## src/rtl/crcv_pkg.sv

```systemverilog
package crcv_pkg;

  // LSB-first form of x^8+x^7+x^6+x^4+x^2+1
  localparam logic [7:0] CRC_POLY_LSB = 8'hAB;
  localparam logic [7:0] CRC_SEED     = 8'hFF;
  localparam logic [7:0] CRC_XOROUT   = 8'hFF;

  typedef enum logic [1:0] {
    ST_IDLE  = 2'd0,
    ST_ISSUE = 2'd1,
    ST_AWAIT = 2'd2
  } seq_state_e;

  // One byte folded into the register, bit by bit
  function automatic logic [7:0] crc8_byte(input logic [7:0] crc, input logic [7:0] b);
    logic [7:0] c;
    c = crc ^ b;
    for (int k = 0; k < 8; k++) begin
      c = c[0] ? ((c >> 1) ^ CRC_POLY_LSB) : (c >> 1);
    end
    return c;
  endfunction

  // A full word: low byte first, then high byte
  function automatic logic [7:0] crc8_word(input logic [7:0] crc, input logic [15:0] w);
    return crc8_byte(crc8_byte(crc, w[7:0]), w[15:8]);
  endfunction

endpackage

```

## src/rtl/crcv_addr_gen.sv

```systemverilog
module crcv_addr_gen #(
  parameter int SHORT_WORDS = 64,
  parameter int LONG_WORDS  = 220,
  parameter int ADDR_W      = 16,
  parameter logic [ADDR_W-1:0] BASE_ADDR = 16'h0800,
  localparam int IDX_W = $clog2(LONG_WORDS)
) (
  input  logic              clk,
  input  logic              rst_n,
  input  logic              clear,
  input  logic              advance,
  input  logic              long_sel,
  output logic [IDX_W-1:0]  idx,
  output logic [ADDR_W-1:0] addr,
  output logic              is_last
);

  localparam logic [IDX_W-1:0] SHORT_LAST = IDX_W'(SHORT_WORDS - 1);
  localparam logic [IDX_W-1:0] LONG_LAST  = IDX_W'(LONG_WORDS - 1);

  logic [IDX_W-1:0] idx_q;
  logic [IDX_W-1:0] last_idx;

  always_ff @(posedge clk or negedge rst_n) begin
    if (!rst_n) begin
      idx_q <= '0;
    end else if (clear) begin
      idx_q <= '0;
    end else if (advance) begin
      idx_q <= idx_q + IDX_W'(1);
    end
  end

  assign last_idx = long_sel ? LONG_LAST : SHORT_LAST;
  assign is_last  = (idx_q == last_idx);
  assign idx      = idx_q;
  assign addr     = BASE_ADDR + (ADDR_W'(idx_q) << 1);

  // index never runs past the long image
  a_r2_idx_in_range: assert property (@(posedge clk) disable iff (!rst_n)
    idx_q <= LONG_LAST);

  // one step per accepted middle word
  a_r2_idx_step: assert property (@(posedge clk) disable iff (!rst_n)
    (advance && !clear) |=> (idx_q == $past(idx_q) + IDX_W'(1)));

endmodule

```

## src/rtl/crcv_crc_acc.sv

```systemverilog
module crcv_crc_acc
  import crcv_pkg::*;
(
  input  logic        clk,
  input  logic        rst_n,
  input  logic        init,
  input  logic        feed,
  input  logic [15:0] word_in,
  output logic [7:0]  crc_state,
  output logic [7:0]  crc_final,
  output logic        crc_match
);

  logic [7:0] crc_q;

  always_ff @(posedge clk or negedge rst_n) begin
    if (!rst_n) begin
      crc_q <= CRC_SEED;
    end else if (init) begin
      crc_q <= CRC_SEED;
    end else if (feed) begin
      crc_q <= crc8_word(crc_q, word_in);
    end
  end

  // Final word: only its low byte joins the checksum
  assign crc_final = crc8_byte(crc_q, word_in[7:0]) ^ CRC_XOROUT;
  assign crc_match = (crc_final == word_in[15:8]);
  assign crc_state = crc_q;

  // register is reseeded whenever a pass restarts
  a_r3_reseed: assert property (@(posedge clk) disable iff (!rst_n)
    init |=> (crc_q == CRC_SEED));

endmodule

```

## src/rtl/crcv_seq.sv

```systemverilog
module crcv_seq
  import crcv_pkg::*;
(
  input  logic       clk,
  input  logic       rst_n,
  input  logic       start,
  input  logic       req_ready,
  input  logic       rsp_valid,
  input  logic       is_last,
  input  logic       crc_match,
  input  logic [7:0] last_lo,
  output logic       req_valid,
  output logic       restart,
  output logic       advance,
  output logic       long_sel,
  output logic       done,
  output logic       crc_ok,
  output logic       fallback_sel,
  output logic       long_used,
  output logic [7:0] revision
);

  seq_state_e state_q, state_d;
  logic       long_sel_q;
  logic       done_q, ok_q, fb_q, lu_q;
  logic [7:0] rev_q;

  // Named events
  logic accept_start, word_in, mid_word, last_word;
  logic pass_ok, retry, give_up;

  assign accept_start = (state_q == ST_IDLE) && start;
  assign word_in      = (state_q == ST_AWAIT) && rsp_valid;
  assign mid_word     = word_in && !is_last;
  assign last_word    = word_in && is_last;
  assign pass_ok      = last_word && crc_match;
  assign retry        = last_word && !crc_match && !long_sel_q;
  assign give_up      = last_word && !crc_match && long_sel_q;

  assign restart   = accept_start || retry;
  assign advance   = mid_word;
  assign req_valid = (state_q == ST_ISSUE);

  always_comb begin
    state_d = state_q;
    unique case (state_q)
      ST_IDLE:  if (start) state_d = ST_ISSUE;
      ST_ISSUE: if (req_ready) state_d = ST_AWAIT;
      ST_AWAIT: begin
        if (mid_word || retry)      state_d = ST_ISSUE;
        else if (pass_ok || give_up) state_d = ST_IDLE;
      end
      default: state_d = ST_IDLE;
    endcase
  end

  always_ff @(posedge clk or negedge rst_n) begin
    if (!rst_n) begin
      state_q    <= ST_IDLE;
      long_sel_q <= 1'b0;
      done_q     <= 1'b0;
      ok_q       <= 1'b0;
      fb_q       <= 1'b0;
      lu_q       <= 1'b0;
      rev_q      <= '0;
    end else begin
      state_q <= state_d;
      done_q  <= pass_ok || give_up;
      if (accept_start)  long_sel_q <= 1'b0;
      else if (retry)    long_sel_q <= 1'b1;
      if (accept_start) begin
        ok_q  <= 1'b0;
        fb_q  <= 1'b0;
        lu_q  <= 1'b0;
        rev_q <= '0;
      end else if (pass_ok) begin
        ok_q  <= 1'b1;
        fb_q  <= 1'b0;
        lu_q  <= long_sel_q;
        rev_q <= last_lo;
      end else if (give_up) begin
        ok_q  <= 1'b0;
        fb_q  <= 1'b1;
        lu_q  <= 1'b1;
        rev_q <= last_lo;
      end
    end
  end

  assign long_sel     = long_sel_q;
  assign done         = done_q;
  assign crc_ok       = ok_q;
  assign fallback_sel = fb_q;
  assign long_used    = lu_q;
  assign revision     = rev_q;

  // every run opens with the short length
  a_r4_short_first: assert property (@(posedge clk) disable iff (!rst_n)
    accept_start |=> (!long_sel_q && req_valid));

  // a failed short pass goes straight into a long pass
  a_r5_retry_long: assert property (@(posedge clk) disable iff (!rst_n)
    retry |=> (long_sel_q && req_valid));

  // start while busy leaves the state untouched
  a_r8_start_ignored: assert property (@(posedge clk) disable iff (!rst_n)
    (start && state_q == ST_AWAIT && !rsp_valid) |=> (state_q == ST_AWAIT));

endmodule

```

## src/rtl/crcv_image_check.sv

```systemverilog
module crcv_image_check #(
  parameter int SHORT_WORDS = 64,
  parameter int LONG_WORDS  = 220,
  parameter int ADDR_W      = 16,
  parameter logic [ADDR_W-1:0] BASE_ADDR = 16'h0800,
  localparam int IDX_W = $clog2(LONG_WORDS)
) (
  input  logic              clk,
  input  logic              rst_n,
  input  logic              start,
  output logic              req_valid,
  input  logic              req_ready,
  output logic [ADDR_W-1:0] req_addr,
  input  logic              rsp_valid,
  input  logic [15:0]       rsp_data,
  output logic              done,
  output logic              crc_ok,
  output logic              fallback_sel,
  output logic              long_used,
  output logic [7:0]        revision
);

  logic             restart, advance, long_sel, is_last;
  logic             crc_match;
  logic [7:0]       crc_state, crc_final;
  logic [IDX_W-1:0] word_idx;

  crcv_addr_gen #(
    .SHORT_WORDS (SHORT_WORDS),
    .LONG_WORDS  (LONG_WORDS),
    .ADDR_W      (ADDR_W),
    .BASE_ADDR   (BASE_ADDR)
  ) addr_i (
    .clk      (clk),
    .rst_n    (rst_n),
    .clear    (restart),
    .advance  (advance),
    .long_sel (long_sel),
    .idx      (word_idx),
    .addr     (req_addr),
    .is_last  (is_last)
  );

  crcv_crc_acc crc_i (
    .clk       (clk),
    .rst_n     (rst_n),
    .init      (restart),
    .feed      (advance),
    .word_in   (rsp_data),
    .crc_state (crc_state),
    .crc_final (crc_final),
    .crc_match (crc_match)
  );

  crcv_seq seq_i (
    .clk          (clk),
    .rst_n        (rst_n),
    .start        (start),
    .req_ready    (req_ready),
    .rsp_valid    (rsp_valid),
    .is_last      (is_last),
    .crc_match    (crc_match),
    .last_lo      (rsp_data[7:0]),
    .req_valid    (req_valid),
    .restart      (restart),
    .advance      (advance),
    .long_sel     (long_sel),
    .done         (done),
    .crc_ok       (crc_ok),
    .fallback_sel (fallback_sel),
    .long_used    (long_used),
    .revision     (revision)
  );

  // a stalled request keeps its address
  a_r2_req_hold: assert property (@(posedge clk) disable iff (!rst_n)
    (req_valid && !req_ready) |=> (req_valid && $stable(req_addr)));

  // after a handshake no new request until the data returns
  a_r9_one_outstanding: assert property (@(posedge clk) disable iff (!rst_n)
    (req_valid && req_ready) |=> !req_valid);

  // strobe is a single cycle
  a_r7_done_pulse: assert property (@(posedge clk) disable iff (!rst_n)
    done |=> !done);

  // strobe follows a taken response
  a_r7_done_after_rsp: assert property (@(posedge clk) disable iff (!rst_n)
    $rose(done) |-> $past(rsp_valid));

  // fallback only comes with a failed long pass
  a_r6_fallback_consistent: assert property (@(posedge clk) disable iff (!rst_n)
    fallback_sel |-> (!crc_ok && long_used));

endmodule

```

## config.mk

```make
export PLATFORM = sky130hd
export DESIGN_NAME = crcv_image_check
export DESIGN_NICKNAME = d
export VERILOG_FILES = /design/src/rtl/crcv_pkg.sv /design/src/rtl/crcv_addr_gen.sv /design/src/rtl/crcv_crc_acc.sv /design/src/rtl/crcv_seq.sv /design/src/rtl/crcv_image_check.sv
export SDC_FILE = /design/constraint.sdc
export NUM_CORES = 1
export LEC_CHECK = 0
export ABC_AREA = 0
export BUFFER_PORTS_ARGS = -buffer_cell sky130_fd_sc_hd__clkbuf_2
export CORE_UTILIZATION = 55
export CTS_CLUSTER_DIAMETER = 40
export DETAILED_ROUTE_END_ITERATION = 12
export HOLD_SLACK_MARGIN = 0.03
export PLACE_DENSITY = 0.84
export SLEW_MARGIN = 20
export SYNTH_ARGS = -nofsm -noshare
export SYNTH_HDL_FRONTEND = slang
export SYNTH_HIERARCHICAL = 1
export SYNTH_SLANG_ARGS = --single-unit
```

## constraint.sdc

```tcl
create_clock -name clk -period 3.9 [get_ports clk]
set_clock_uncertainty 0.2 [all_clocks]
set_input_delay 0.195 -clock clk [delete_from_list [all_inputs] [get_ports clk]]
set_output_delay 0.195 -clock clk [all_outputs]
set_load 0.005 [all_outputs]
```

# Word-level counts from Yosys, hierarchy flattened
# Index checks and enable logic that the tools add are counted.
word_totals:
  output_inout_bits: 29
  reg_bits: 31
  wordCells: 95
  in_bits: 21
classes:
  eq_ne: 7
  reduce_logical: 19
  n_mux: 39
  add_sub_neg: 2
  n_bitwise: 19
ops:
  columns: ["operator", "n"]
  rows:
  - ["8-bit two-way mux", 24]
  - ["4-bit NOT with 5-bit output", 16]
  - ["8-bit == test", 2]
  - ["8-bit XOR", 2]
  - ["12-bit by 9-bit adder with 13-bit output, first input constant", 1]
  - ["1-bit two-way mux", 10]
  - ["8-bit by 1-bit adder with 8-bit output, second input constant", 1]
  - ["1-bit logical AND", 8]
  - ["2-bit two-way mux", 4]
  - ["8-bit NOT", 1]
  - ["2-bit one-hot mux with 3 select lines", 1]
  - ["2-bit nonzero test", 2]
  - ["1-bit zero test", 3]
  - ["1-bit logical OR", 3]
  - ["3-bit != test, second input constant", 1]
  - ["3-bit AND reduction", 1]
  - ["3-bit nonzero test", 1]
  - ["2-bit by 1-bit == test with 1-bit output, second input constant", 1]
  - ["2-bit == test, second input constant", 1]
  - ["2-bit zero test", 1]
  - ["2-bit by 1-bit != test with 1-bit output, second input constant", 1]
  - ["2-bit != test, second input constant", 1]

# Longest topological paths before layout
# Gate-level depths: netlist of the first run.
logic_depth:
  word_depth: 36
  depth_mapped: 10
  mapped_depth_nobuf: 9

# By module
# Netlist of the first run, hierarchy kept.
modules_own_cells:
  columns: ["mod", "cells_each", "seq_area_each_um2", "area_each_um2", "instances"]
  rows:
  - ["crcv_crc_acc", 94, 210.2, 1148.6, 1]
  - ["crcv_seq", 66, 375.4, 675.6, 1]
  - ["crcv_addr_gen", 58, 200.2, 523.0, 1]

# Least setup slack after synthesis of the first run
# No wires, ideal clock.
synth_path:
  kind: "register to register"
  from: "register crc_i.crc_q[6], in the netlist crc_i/crc_state[6]"
  to: "register seq_i.rev_q[0], in the netlist seq_i/revision[0]"
  period_less_slack_ps: 3116
  setup_slack_ps: 784
  arrival_time_ps: 2837
  path_buffers: 1
  path_stages_with_launch: 11
  required_ps: 3621
  setup_time_ps: 79
  path_cell_list: "dfstp_2 xnor2_4 xor3_4 xnor2_2 nor2b_1 a21oi_1 nor4_1 inv_1 a21oi_1 buf_4 mux2i_1"
synth_between:
  elab_chain_len: 20
  word_cells_on_any_way: 23
  classes_between: "1 x eq/ne; 10 x mux; 7 x bitwise; 5 x reduce/logical"
synth_rtl:
  columns: ["element", "line_no", "text"]
  rows:
  - ["start: declaration", "crcv_crc_acc.sv:14", "logic [7:0] crc_q;"]
  - ["start signal: assignment", "crcv_crc_acc.sv:22", "crc_q <= crc8_word(crc_q, word_in);"]
  - ["8-bit XOR (*)", "crcv_pkg.sv:17", "c = crc ^ b;"]
  - ["4-bit NOT with 5-bit output (no source line)", null, null]
  - ["8-bit two-way mux (*) (2 in a row)", "crcv_pkg.sv:19", "c = c[0] ? ((c >> 1) ^ CRC_POLY_LSB) : (c >> 1);"]
  - ["4-bit NOT with 5-bit output (no source line)", null, null]
  - ["8-bit two-way mux (*) (2 in a row)", "crcv_pkg.sv:19", null]
  - ["4-bit NOT with 5-bit output (no source line)", null, null]
  - ["8-bit two-way mux (*)", "crcv_pkg.sv:19", null]
  - ["4-bit NOT with 5-bit output (no source line)", null, null]
  - ["8-bit two-way mux (*) (2 in a row)", "crcv_pkg.sv:19", null]
  - ["4-bit NOT with 5-bit output (no source line)", null, null]
  - ["8-bit two-way mux (*)", "crcv_pkg.sv:19", null]
  - ["8-bit NOT (no source line) (*)", null, null]
  - ["8-bit == test (*)", "crcv_crc_acc.sv:28", "assign crc_match = (crc_final == word_in[15:8]);"]
  - ["named net crc_match", "crcv_image_check.sv:24", "logic crc_match;"]
  - ["1-bit zero test", "crcv_seq.sv:38", "assign give_up = last_word && !crc_match && long_sel_q;"]
  - ["1-bit logical AND (2 in a row)", "crcv_seq.sv:38", null]
  - ["3-bit nonzero test (no source line)", null, null]
  - ["end signal: assignment", "crcv_seq.sv:80", "rev_q <= last_lo;"]
  - ["end signal: assignment", "crcv_seq.sv:85", "rev_q <= last_lo;"]
  - ["end: declaration", "crcv_seq.sv:26", "logic [7:0] rev_q;"]
# Mark *: on every way through the listed nets, which the timed path passes. The rest lies on a longest branch.
# A chain may end at the register's enable or synchronous reset.

# Final worst setup path of the first run
layout_path:
  from: "input rsp_data[6]"
  to: "register seq_i.rev_q[5], in the netlist seq_i/revision[5]"
layout_between:
  elab_chain_len: 20
  word_cells_on_any_way: 23
  classes_between: "1 x eq/ne; 10 x mux; 7 x bitwise; 5 x reduce/logical"
layout_rtl:
  columns: ["element", "line_no", "text"]
  rows:
  - ["start: declaration", "crcv_image_check.sv:15", "input logic [15:0] rsp_data,"]
  - ["8-bit XOR (*)", "crcv_pkg.sv:17", null]
  - ["4-bit NOT with 5-bit output (no source line)", null, null]
  - ["8-bit two-way mux (*) (2 in a row)", "crcv_pkg.sv:19", null]
  - ["4-bit NOT with 5-bit output (no source line)", null, null]
  - ["8-bit two-way mux (*) (2 in a row)", "crcv_pkg.sv:19", null]
  - ["4-bit NOT with 5-bit output (no source line)", null, null]
  - ["8-bit two-way mux (*)", "crcv_pkg.sv:19", null]
  - ["4-bit NOT with 5-bit output (no source line)", null, null]
  - ["8-bit two-way mux (*) (2 in a row)", "crcv_pkg.sv:19", null]
  - ["4-bit NOT with 5-bit output (no source line)", null, null]
  - ["8-bit two-way mux (*)", "crcv_pkg.sv:19", null]
  - ["8-bit NOT (no source line) (*)", null, null]
  - ["8-bit == test (*)", "crcv_crc_acc.sv:28", null]
  - ["named net crc_match", "crcv_image_check.sv:24", null]
  - ["1-bit zero test", "crcv_seq.sv:38", null]
  - ["1-bit logical AND (2 in a row)", "crcv_seq.sv:38", null]
  - ["3-bit nonzero test (no source line)", null, null]
# Marks and branches as above.

==> impl_results.md, run 1 <==
* Worst R2R Path Depth at 10
* Critical path data arrival time at 3.46 ns
* DR WL/cell at 14.5 microns
* Cell mode on critical path: a21oi_1
* Routed met1 length at 1.98 mm
* Grt total ovfl at 0
* R2r setup slk at 0.59 ns
* Width of the chip at 65.2 microns
* Met3 wire len at 223 microns
* Net switching fraction of the power at 0.395
* Initial antenna violation count at 0
* Crit path max-delay cell type: xor3_4
* First-pass DRT Iterations at 4
* Starting density of the core at 0.588
* Placed cells at 285
* Pre-CTS setup slack at 0.474 ns
* GRT Overall Usage at 0.231
* Final setup viols at 0
* Clock tree sinks at 31
* Status: finished, final reports clean
* NetSw at 0.00119 W
* Peak VDD IR at 1.46 mV
* Clock slew at reported path FFs at 0.06 ns
* CP peak stage delay at 0.61 ns
* Area after DPL at 2420 sq um
* GPL Wtd Cong at 0.818
* Critical path fanouts, max at 9
* Half-perimeter wire length after placement at 3.17 mm
* Critical R2R Launch: crc_i/crc_state[6]$_DFFE_PN1P_
* Min Tclk post-route at 3.47 ns
* Static Leak at 1.27 nW
* WP data required at 3.89 ns
* H-tree depth at 2
* CTS buffer count at 5
* Ys Warns at 6
* Iteration-0 DRC Markers at 153
* Final Worst Setup Slack at 0.433 ns
* Clock power share at 0.106
* Slew @ Worst Pin at 0.744 ns
* Max_cap viols at 0
* Top sig layer: met4
* Final Hold Fails at 0
* Port buffer count at 41
* Core footprint at 3740 sq um
* Non-Filler Instances at 305
* Vias in the first global route at 1,478
* IO Count at 50
* Post-Synthesis Cells at 200
* Setup_tns at 0 ns
* Worst setup SP type: primary input
* Fin nets at 278
* CP Capture Type: flip-flop
* Routed wire length at 4.43 mm
* Combinational Power Share at 0.740
* Slew margin rel. at 0.504
* Power per cell area at 1130 nW/um^2
* Die Y at 65.2 microns
* Internal at 0.00183 W
* Fraction of layout cells with a size suffix above 1 at 0.307
* First-pass GRT wire length at 7.18 mm
* Synth Area per Inst at 11.0 sq um
* Pin count of the biggest net entering global routing at 32
* Row count at 22
* CTS tree: yes
* Clk Latency, worst-skew pair at 0.28 ns
* Tcrit/Tclk final at 0.889
* Fmax at 288 MHz
* Total power at 0.00302 W
* Slew Viols, Final at 0
* Flop pwr share at 0.154
* Design area at 2660 sq um
* Unrepaired setup endpoints after global routing: no
* Residual DRC at 0
* Met2 WL at 2.14 mm
* Die area at 4260 sq um
* Vias per cell at 5.25
* Layout area overhead at 21.0%
* Hold crit path type: in2async
* Antenna diode count at 0
* Worst-path cell chain: dlygate4sd3_1 > clkbuf_2 > xnor2_4 > xor3_4 > xnor2_2 > nor2b_1 > a21oi_1 > nor4_2 > inv_1 > a21oi_1 > buf_4 > mux2i_1
* Vias at 1,600
* WS Path Type: in2reg
* Reg-to-reg critical path endpoint: seq_i/revision[5]$_DFFE_PN0P_
* Post-Synthesis Cell Area at 2200 sq um
* Antenna-violating nets left at 0
* CTS Buffer Depth at 2
* Clk root buf: clkbuf_8
==> flip-flops by register name (all words and copies together), names as in the netlist <==
signal              flops
seq_i/done              1
seq_i/revision          8
seq_i/fallback_sel      1
seq_i/long_used         1
seq_i/long_sel          1
addr_i/idx              8
seq_i/crc_ok            1
seq_i/state_q           2
crc_i/crc_state         8
==> routing by layer <==
metal / vias up / global-route usage
li1: 768 / -
met1: 767 / 0.315
met2: 55 / 0.357
met3: 10 / 0.0521
met4: 0 / 0.0870
met5: - / 0
==> stage by stage <==
step	hold WS, ns	utilization
finish	0.326	0.711
global route	0.344	0.711
global placement	0.0865	0.646
CTS	0.321	0.710
detailed placement	0.0921	0.646
floorplan	-0.301	-
==> critical path, delay by kind of cell <==
family | cells | cell delay, ns
AOI/OAI and AO/OA | 2 | 0.25
xor gates and xnor gates | 3 | 1.16
buffers and inverters | 4 | 1.02
muxes | 1 | 0.24
and+or+nand+nor | 2 | 0.60
==> cells in the final DEF (no fill, tap or decap), types with 3 or more instances in the layout <==
cell	n
nor2_1	6
xnor2_2	7
a21oi_1	11
conb_1	8
dfrtp_1	23
buf_4	3
xnor2_1	25
clkbuf_8	6
o21ai_0	6
xor2_1	8
dlygate4sd3_1	12
o211ai_1	3
dfstp_2	8
xnor3_2	3
clkbuf_2	41
inv_1	12
nor3b_1	3
nand4_1	3
xnor3_1	4
nor2b_1	3
o21ai_1	4
mux2i_1	10
nand2_1	17
==> how the worst max path moves through the flow <==
| stage | startpoint | endpoint | slack [ns] | cells after the start |
|---|---|---|---|---|
| floorplan | crc_i/crc_state[6]$_DFFE_PN1P_ | seq_i/revision[0]$_DFFE_PN0P_ | 0.83 | 10 |
| global placement | crc_i/crc_state[6]$_DFFE_PN1P_ | seq_i/revision[4]$_DFFE_PN0P_ | 0.63 | 10 |
| detailed placement | crc_i/crc_state[6]$_DFFE_PN1P_ | seq_i/revision[2]$_DFFE_PN0P_ | 0.47 | 10 |
| CTS | rsp_data[6] | seq_i/revision[3]$_DFFE_PN0P_ | 0.33 | 12 |
| global route | rsp_data[6] | seq_i/revision[5]$_DFFE_PN0P_ | 0.20 | 12 |
| finish | rsp_data[6] | seq_i/revision[5]$_DFFE_PN0P_ | 0.43 | 12 |
==> power groups by stage <==
stage	Combinational, W	Sequential, W	Clock [W]
after CTS	0.00221	0.000461	0.000330
final	0.00223	0.000464	0.000321
after global routing	0.00240	0.000468	0.000346
after floorplan	0.00190	0.000454	0
after detailed placement	0.00219	0.000467	0
after global placement	0.00216	0.000464	0
==> final cells by class <==
class / instances / area, sq um
Inverter: 12 / 45.0
Sequential cell: 31 / 786
Fill cell: 282 / 1080
Clock buffer: 6 / 82.6
Multi-Input combinational cell: 150 / 1310
Tap cell: 48 / 60.1
Clock inverter: 2 / 35.0
Timing Repair Buffer: 56 / 348
==> repair_timing <==
action,CTS,global route
resized for setup,0,1
buffers inserted,0,0
hold buffers,12,0
endpoints found under the hold margin,33,0
setup endpoints to repair,0,1
No activity file was read; power rests on OpenSTA's default activity.
==> inputs of run 2 (changes only) <==
--- a/config.mk
+++ b/config.mk
@@ -12,6 +12,7 @@
 export DETAILED_ROUTE_END_ITERATION = 12
 export HOLD_SLACK_MARGIN = 0.03
 export PLACE_DENSITY = 0.84
+export REMOVE_ABC_BUFFERS = 1
 export SLEW_MARGIN = 20
 export SYNTH_ARGS = -nofsm -noshare
 export SYNTH_HDL_FRONTEND = slang
==> constraint.sdc (replaced) <==
create_clock -name clk -period 3.8 [get_ports clk]
set_clock_uncertainty 0.2 [all_clocks]
set_input_delay 0.19 -clock clk [delete_from_list [all_inputs] [get_ports clk]]
set_output_delay 0.19 -clock clk [all_outputs]
set_load 0.005 [all_outputs]
==> run 2 against run 1 <==
Compared with the run above: final cell count fell by 0.98%; non-clock buffer count fell by 3; sequential power rose by 2%; register-to-register slack got worse by 0.26 ns; flip-flop and latch count did not move; wire length fell by 5.8%; power fell by 0.85%; combinational power rose by 2%; core utilization fell by 1.9 points; via count fell by 3.9%.
==> impl_results.md, run 2 (synthesis results as in run 1) <==
* Status: finished, final reports clean
* Area after DPL at 2420 sq um
* Initial antenna violation count at 0
* Final setup viols at 0
* Half-perimeter wire length after placement at 3.18 mm
* Max_cap viols at 0
* Min Tclk post-route at 3.52 ns
* Critical path fanouts, max at 9
* Hold crit path type: in2reg
* IO Count at 50
* Residual DRC at 0
* Post-CTS Setup Bufs at 0
* First-pass GRT wire length at 6.91 mm
* Total power at 0.00299 W
* Worst hold path startpoint: rsp_data[6]
* CTS tree: yes
* WP data required at 3.79 ns
* Pin count of the biggest net entering global routing at 32
* Critical path data arrival time at 3.51 ns
* Clock tree sinks at 31
* Starting density of the core at 0.588
* Crit path max-delay cell type: nor4_1
* Placed cells at 285
* Fraction of layout cells with a size suffix above 1 at 0.299
* Commonest non-fill, non-tap cell in the layout: clkbuf_2
* CTS Buffer Depth at 2
* Row count at 22
* Width of the chip at 65.2 microns
* Reg-to-reg critical path endpoint: seq_i/revision[4]$_DFFE_PN0P_
* Fmax at 284 MHz
* Power per cell area at 1160 nW/um^2
* Antenna-violating nets left at 0
* Vias per cell at 5.09
* Setup_tns at 0 ns
* H-tree depth at 2
* Routed wire length at 4.17 mm
* Most frequent cells in the layout: 41 x clkbuf_2, 25 x xnor2_1, 23 x dfrtp_1, 17 x nand2_1, 12 x inv_1
* Vias at 1,538
* Unrepaired setup endpoints after global routing: no
* Layout area overhead at 17.7%
* Peak VDD IR at 1.75 mV
* Tcrit/Tclk final at 0.926
* Critical R2R Launch: crc_i/crc_state[6]$_DFFE_PN1P_
* Crit path from: rsp_data[1]
* WHS Endpoint: seq_i/revision[6]$_DFFE_PN0P_
* CP Capture Type: flip-flop
* Antenna diode count at 0
* Design area at 2590 sq um
* Die Y at 65.2 microns
* CP peak stage delay at 0.59 ns
* Fin nets at 275
* Clk root buf: clkbuf_8
* WS Path Type: in2reg
* Die area at 4260 sq um
* GRT Overall Usage at 0.217
* Grt total ovfl at 0
* Iteration-0 DRC Markers at 96
* Final core occ at 0.692
* CTS buffer count at 5
* Port buffer count at 41
* Worst hold path depth at 3
* GPL Wtd Cong at 0.870
* Cell mode on critical path: a21oi_1
* Worst-path cell chain: dlygate4sd3_1 > clkbuf_2 > xnor2_1 > xor3_4 > xnor2_2 > nor2b_1 > a21oi_1 > nor4_1 > inv_1 > a21oi_1 > buf_4 > mux2i_1
* Final Hold Fails at 0
* R2r setup slk at 0.33 ns
* Worst setup SP type: primary input
* Core footprint at 3740 sq um
* Slew @ Worst Pin at 0.742 ns
* Slew Viols, Final at 0
* Clock slew at reported path FFs at 0.06 ns
* Vias in the first global route at 1,500
* Fillers at 312
* DR WL/cell at 13.8 microns
* Clk Latency, worst-skew pair at 0.27 ns
* Static Leak at 1.24 nW
* Non-Filler Instances at 302
* Slew margin rel. at 0.505
* First-pass DRT Iterations at 4
* Worst R2R Path Depth at 10
==> run 2: changes by cell type in the layout (fill, tap and decap cells not counted), sizes merged <==
cell / change
dlygate4sd3: -3
clkbuf: +1
bufinv: -1
==> run 2: how the worst max path moves through the flow <==
stage                                         end  slack, ns  cells past startpoint
global placement    seq_i/revision[0]$_DFFE_PN0P_       0.55                     10
finish              seq_i/revision[4]$_DFFE_PN0P_       0.28                     12
floorplan           seq_i/revision[0]$_DFFE_PN0P_       0.32                      9
detailed placement  seq_i/revision[4]$_DFFE_PN0P_       0.33                     10
global route        seq_i/revision[0]$_DFFE_PN0P_       0.04                     12
CTS                 seq_i/revision[4]$_DFFE_PN0P_       0.25                     12
==> run 2: critical path, delay by kind of cell <==
| kind | cells | cell delay, ns |
|---|---|---|
| mux | 1 | 0.22 |
| xor+xnor | 3 | 1.10 |
| buf+inv | 4 | 1.00 |
| simple gates | 2 | 0.76 |
| compound gates | 2 | 0.24 |
==> run 2: layer usage <==
layer	share of wire	global-route usage	up-vias
met5	0	0	-
met4	0.0034	0.0571	0
met3	0.042	0.0469	2
met2	0.48	0.352	42
met1	0.48	0.295	734
li1	-	-	760
==> run 2: stage by stage <==
stage	hold slack, ns	setup WS (ns)
6_report	0.0329	0.282
5_1_grt	0.0407	0.0447
4_1_cts	0.0328	0.255
3_5_place_dp	0.0882	0.326
3_3_place_gp	0.0845	0.548
2_1_floorplan	-0.306	0.319
==> run 2: area by class of cell <==
cell class	instances	area, sq um	share of cell area
Sequential cell	31	786	0.303
Tap cell	48	60.1	0.0232
Multi-Input combinational cell	150	1300	0.502
Inverter	12	45.0	0.0174
Clock inverter	1	5.00	0.00193
Clock buffer	7	76.3	0.0295
Timing Repair Buffer	53	318	0.123
==> run 2: timing repair <==
action | 4_1_cts | 5_1_grt
resized for setup | 0 | 0
hold buffers | 9 | 0
hold endpoints to repair | 30 | 0
==> run 2: power by group <==
| part | switching (W) | internal (W) | leakage (nW) | total [W] |
|---|---|---|---|---|
| Clock | 0.000108 | 0.000128 | 0.0422 | 0.000236 |
| Sequential | 0.0000618 | 0.000412 | 0.402 | 0.000473 |
| Combinational | 0.00103 | 0.00125 | 0.792 | 0.00228 |
